[src/rtl/adc_seq_pkg.sv]
// Package: adc_seq_pkg
// Shared timing constants of the overlapped ADC sequencer.
// Assumes the conversion is longer than the overlap, and the overlap is no
// longer than the minimum acquisition window.
package adc_seq_pkg;
    localparam int CONV_CYC   = 13;                    // conversion phase length
    localparam int OVL_CYC    = 7;                     // cycles shared by acq(n) and conv(n-1)
    localparam int MIN_ACQ    = 7;                     // shortest acquisition window
    localparam int CONV_CNT_W = $clog2(CONV_CYC);      // conversion counter width
    localparam int OVL_TAP    = CONV_CYC - OVL_CYC - 1; // conv index at which an overlapped start is decided
endpackage

[src/rtl/adc_acq_timer.sv]
// Module: adc_acq_timer
// Counts one acquisition window. The programmed width is clamped to the
// minimum and captured when start is pulsed. done marks the last window cycle.
// Assumes start is only pulsed while the timer is not busy.
module adc_acq_timer
    import adc_seq_pkg::*;
#(
    parameter int ACQ_W = 6
) (
    input  logic             clk,
    input  logic             rst_n,
    input  logic             start,
    input  logic [ACQ_W-1:0] width,
    output logic             busy,
    output logic             done
);
    localparam logic [ACQ_W-1:0] MIN_W = ACQ_W'(MIN_ACQ);

    logic [ACQ_W-1:0] eff_w;
    logic [ACQ_W-1:0] left_q;

    // Clamp the requested width to the minimum window.
    always_comb eff_w = (width < MIN_W) ? MIN_W : width;

    // Load the captured width on start, then count down to the last cycle.
    always_ff @(posedge clk) begin
        if (!rst_n) begin
            busy   <= 1'b0;
            left_q <= '0;
        end else if (start) begin
            busy   <= 1'b1;
            left_q <= eff_w - ACQ_W'(1);
        end else if (busy) begin
            if (left_q == '0) busy <= 1'b0;
            else              left_q <= left_q - ACQ_W'(1);
        end
    end

    // Flag the last cycle of the window.
    always_comb done = busy && (left_q == '0);
endmodule

[src/rtl/adc_conv_timer.sv]
// Module: adc_conv_timer
// Runs the fixed-length conversion phase. It flags the first cycle, the last
// cycle, and the cycle at which an overlapped next acquisition is decided.
// Assumes start never arrives while a conversion is still running, except on
// its last cycle.
module adc_conv_timer
    import adc_seq_pkg::*;
(
    input  logic clk,
    input  logic rst_n,
    input  logic start,
    output logic busy,
    output logic first,
    output logic last,
    output logic tap
);
    localparam logic [CONV_CNT_W-1:0] LAST_IDX = CONV_CNT_W'(CONV_CYC - 1);
    localparam logic [CONV_CNT_W-1:0] TAP_IDX  = CONV_CNT_W'(OVL_TAP);

    logic [CONV_CNT_W-1:0] idx_q;

    // Advance the conversion index; a new start overrides the end of the previous conversion.
    always_ff @(posedge clk) begin
        if (!rst_n) begin
            busy  <= 1'b0;
            idx_q <= '0;
        end else if (start) begin
            busy  <= 1'b1;
            idx_q <= '0;
        end else if (busy) begin
            if (idx_q == LAST_IDX) begin
                busy  <= 1'b0;
                idx_q <= '0;
            end else begin
                idx_q <= idx_q + CONV_CNT_W'(1);
            end
        end
    end

    // Decode the phase markers from the index.
    always_comb begin
        first = busy && (idx_q == '0);
        last  = busy && (idx_q == LAST_IDX);
        tap   = busy && (idx_q == TAP_IDX);
    end
endmodule

[src/rtl/adc_mock_core.sv]
// Module: adc_mock_core
// Stand-in for the analog converter. On each capture it presents the running
// sample count as the result and then increments the count.
// Assumes capture is high for one cycle per sample.
module adc_mock_core #(
    parameter int RES_W = 12
) (
    input  logic             clk,
    input  logic             rst_n,
    input  logic             capture,
    output logic             valid,
    output logic [RES_W-1:0] data
);
    logic [RES_W-1:0] count_q;

    // Step the sample counter after each delivered result.
    always_ff @(posedge clk) begin
        if (!rst_n)       count_q <= '0;
        else if (capture) count_q <= count_q + RES_W'(1);
    end

    // Present the current count as the result during capture.
    always_comb begin
        valid = capture;
        data  = count_q;
    end
endmodule

[src/rtl/adc_ovl_seq.sv]
// Module: adc_ovl_seq
// Top of the overlapped ADC conversion sequencer. It decides when each
// acquisition window opens: from idle, at the overlap tap of the running
// conversion, or at the conversion's last cycle. It chains each window into
// its conversion and forwards end-of-conversion to the mock core.
// Assumes acq_width and no_overlap are synchronous to clk.
module adc_ovl_seq
    import adc_seq_pkg::*;
#(
    parameter int ACQ_W = 6,
    parameter int RES_W = 12
) (
    input  logic             clk,
    input  logic             rst_n,
    input  logic             run_en,
    input  logic [ACQ_W-1:0] acq_width,
    input  logic             no_overlap,
    output logic             acq_active,
    output logic             conv_active,
    output logic             soc_pulse,
    output logic             eoc_pulse,
    output logic             result_valid,
    output logic [RES_W-1:0] result_data
);
    logic acq_busy, acq_done;
    logic conv_busy, conv_first, conv_last, conv_tap;
    logic start_acq;

    // Open a window only when enabled and free: from idle, at the overlap tap, or at conversion end.
    always_comb begin
        start_acq = run_en && !acq_busy &&
                    (!conv_busy || (conv_tap && !no_overlap) || conv_last);
    end

    adc_acq_timer #(
        .ACQ_W (ACQ_W)
    ) u_acq (
        .clk   (clk),
        .rst_n (rst_n),
        .start (start_acq),
        .width (acq_width),
        .busy  (acq_busy),
        .done  (acq_done)
    );

    adc_conv_timer u_conv (
        .clk   (clk),
        .rst_n (rst_n),
        .start (acq_done),
        .busy  (conv_busy),
        .first (conv_first),
        .last  (conv_last),
        .tap   (conv_tap)
    );

    adc_mock_core #(
        .RES_W (RES_W)
    ) u_core (
        .clk     (clk),
        .rst_n   (rst_n),
        .capture (conv_last),
        .valid   (result_valid),
        .data    (result_data)
    );

    // Drive the phase strobes from the timer state.
    always_comb begin
        acq_active  = acq_busy;
        conv_active = conv_busy;
        soc_pulse   = conv_first;
        eoc_pulse   = conv_last;
    end
endmodule

[config.mk]
export PLATFORM = sky130hd
export DESIGN_NAME = adc_ovl_seq
export DESIGN_NICKNAME = d
export VERILOG_FILES = /design/src/rtl/adc_seq_pkg.sv /design/src/rtl/adc_acq_timer.sv /design/src/rtl/adc_conv_timer.sv /design/src/rtl/adc_mock_core.sv /design/src/rtl/adc_ovl_seq.sv
export SDC_FILE = /design/constraint.sdc
export NUM_CORES = 1
export LEC_CHECK = 0
export BUFFER_PORTS_ARGS = -buffer_cell sky130_fd_sc_hd__buf_4
export CORE_ASPECT_RATIO = 0.8
export CORE_MARGIN = 5
export CORE_UTILIZATION = 48
export DETAILED_ROUTE_END_ITERATION = 8
export PLACE_DENSITY = 0.74
export SLEW_MARGIN = 20
export SYNTH_ARGS = -nofsm -noshare
export SYNTH_HDL_FRONTEND = slang
export SYNTH_SLANG_ARGS = --single-unit
[constraint.sdc]
create_clock -name clk -period 2.6 [get_ports clk]
set_clock_uncertainty 0.05 [all_clocks]
set_input_delay 0.39 -clock clk [delete_from_list [all_inputs] [get_ports clk]]
set_output_delay 0.39 -clock clk [all_outputs]
set_load 0.01 [all_outputs]
==> flow_summary.yaml <==
placement:
  gp_congestion: 0.815
  place_area_mm2: 0.00160
  dp_hpwl_um: 2170
  dp.cells: 217
  portBuffers: 26
critical_path:
  r2r-start: "u_conv.idx_q[1]"
  worstSetupPathType: "flip-flop to flip-flop"
  path_cells: "inv_4 -> ha_4 -> or3b_4 -> a311oi_4 -> nand2_1 -> o21ai_1 -> ha_2 -> nand2b_4 -> or4b_4 -> nand3_2 -> and3_4"
  critPathBufInv: 1
  max_stage_delay_ns: 0.48
  cp-end-kind: "flip-flop"
  slowest_stage: "or4b_4"
  critPathLaunch: "u_conv.idx_q[1]"
  crit_fanout: 4
  required_ns: 2.84
  cp.arrival_ns: 2.85
  path_delay_family: "simple AND/OR/NAND/NOR gates"
  startpoint_type: "flip-flop"
synth:
  synth-main-ff-cell: "dfxtp_1"
  synth_common_cells: "dfxtp_1 (24), nor2_1 (16), and2_1 (10), nand2_1 (10), o21ai_0 (10)"
  syn_nets: 171
  async_flop_share: 0
  seq_area_frac_synth: 0.355
  synth_top_area_frac: 0.355
  syn_inst: 156
  synth_cell_type_count: 43
  synthTopCellsByArea: "dfxtp_1 (35%), and2_1 (4.6%), ha_1 (4.6%)"
  synth_edf_count: 0
  yosysMostFrequentCell: "dfxtp_1"
  ys_warn_count: 0
  syn_area_mm2: 0.00136
  ys_ff_latch: 24
  synth_top_cell_by_area: "dfxtp_1"
  syn_area_per_cell_um2: 8.69
die:
  dieArea_mm2: 0.00399
  initial_core_util: 0.494
  die_x_um: 69.4
  ios: 27
  num_rows: 17
  fp.dieH_um: 57.5
  core_area_mm2: 0.00274
power_and_ir_drop:
  swShare: 0.337
  p_leak_uw: 0.000738
  p_clk_frac: 0.216
  power_frac_comb: 0.369
  power_frac_seq: 0.415
  power_uw: 1090
  ir_worst_vdd_uv: 340
  internal_power_uw: 726
  p_switching_uw: 369
  p_per_area_mw_per_mm2: 630
job:
  max_cap_viol_count: 0
layout:
  fillers: 228
  fin_area_mm2: 0.00174
  drive_gt1_frac: 0.323
  n_antenna_cell: 0
  nets: 205
  fin_util: 0.633
  finalNonFillerCells: 227
  syn2layout_area_growth_pct: 28.3
sta:
  maxSlewViolCount: 0
  timing.slew.headroom: 0.651
  max_freq_ghz: 0.383
  rsz0062_at_grt: "true"
  finalSetupViolCount: 1
  layout_setup_ws_ns: -0.0116
  final_hold_viol_count: 0
  holdWs_ns: 0.289
  fin_crit_sh: 1.00
  worst_pin_slew_ns: 0.518
  fin_crit_ns: 2.61
global_routing:
  antenna_found_initial: 0
  grt_overflow_total: 0
  grt_pass1_vias: 1066
  track_usage: 0.145
  grt_start_max_net_pins: 22
  grt_first_pass_wirelength_um: 4790
clocking:
  clock-sinks: 24
  cts_buffers: 3
  clock_latency_ns: 0.33
  clockRootBuffer: "clkbuf_4"
  htree_num_levels: 1
  cts_buffer_depth: 2
  clk_pin_slew_ns: 0.14
  cts_tree: "yes"
route:
  drt_first_pass_iters: 4
  ant_nets: 0
  drtIter0Drc: 53
  wl_per_cell_um: 13.9
  vias_per_cell: 5.48
  drc: 0
  num_vias: 1243
  drt-total-wl_um: 3160
hold_path:
  hold_class: "primary input to flip-flop"
  min-delay-start: "acq_width[5]"
outcome:
  violations: "negative setup slack"
  status: "finished, violations left"
through the flow:
stage / setup WS (ns) / setup TNS [ns]
final: -0.0116 / -0.0116
after global routing: -0.0989 / -0.103
after CTS: 0.0233 / 0
after detailed placement: 0.0625 / 0
after global placement: 0.133 / 0
after floorplan: 0.0762 / 0
repair_timing:
item,4_1_cts,5_1_grt
resized for setup,0,11
endpoints found under the setup margin,0,2
setup buffers,0,6
hold buffers,0,0
worst register-to-register path, cell delays in order (launching register included):
cell and delay, ns:
dfxtp_4 0.38, inv_4 0.06, ha_4 0.11, or3b_4 0.38
a311oi_4 0.37, nand2_1 0.09, o21ai_1 0.09, ha_2 0.25
nand2b_4 0.07, or4b_4 0.48, nand3_2 0.09, and3_4 0.17
power by group through the flow:
stage / registers (uW) / clock network (uW) / logic [uW]
6_report: 455 / 236 / 404
5_1_grt: 460 / 259 / 440
4_1_cts: 450 / 243 / 328
3_5_place_dp: 458 / 0 / 325
3_3_place_gp: 456 / 0 / 317
2_1_floorplan: 451 / 0 / 247
state kept, by name, summed over array words and instances, names as in the netlist:
name,flops
u_core.data,12
u_acq.left_q,6
u_conv.idx_q,4
u_acq.busy,1
u_conv.busy,1
final timing paths:
check | slack, ns | end | cells past startpoint
worst max-delay path | -0.01 | u_acq.left_q[4] | 11
worst min register to register | 0.51 | u_core.data[5] | 2
worst min-delay path | 0.29 | u_acq.left_q[5] | 3
worst max register to register | -0.01 | u_acq.left_q[4] | 11
placed cells by master (no fill, tap or decap), drive strengths merged, types with 2 or more instances in the layout:
cell type  synthesis  routed
buf                5      35
dfxtp             24      24
nor2              16      16
and2              11      11
nand2             10      10
o21ai             10      10
nand3              9       9
nor3               7       7
xor2               5       5
mux2i              5       5
inv                5       5
ha                 5       5
xnor2              4       4
nand4              4       4
a21boi             4       4
clkbuf             1       4
nor2b              3       3
a21oi              3       3
or3                2       2
o21a               2       2
nand2b             2       2
and3               2       2
a22oi              2       2
layout make-up:
class                      instances  area [um2]  share of cell area
inverter                           5        21.3              0.0122
sequential                        24         488               0.281
multi-input combinational        121         867               0.499
timing repair buffer              35         267               0.153
tap                               38        47.5              0.0274
clock buffer                       4        47.5              0.0274
logic make-up (layout without fill, tap and decap cells):
kind of cell               Yosys count  in the layout  synth area share
DFF                                 24             24             0.355
muxes                                5              5            0.0369
adders and majority gates            5              5            0.0462
buffers and inverters               11             44            0.0443
and+or+nand+nor                     74             74             0.309
xor gates and xnor gates             9              9            0.0582
AOI/OAI and AO/OA                   28             28             0.151
per-layer routing:
metal  GRT usage  wire length, um
met1       0.185             1400
met2       0.235             1510
met3      0.0493              215
met4      0.0390               34
met5           0                0
Note: power is estimated with default switching activity, not from simulation.
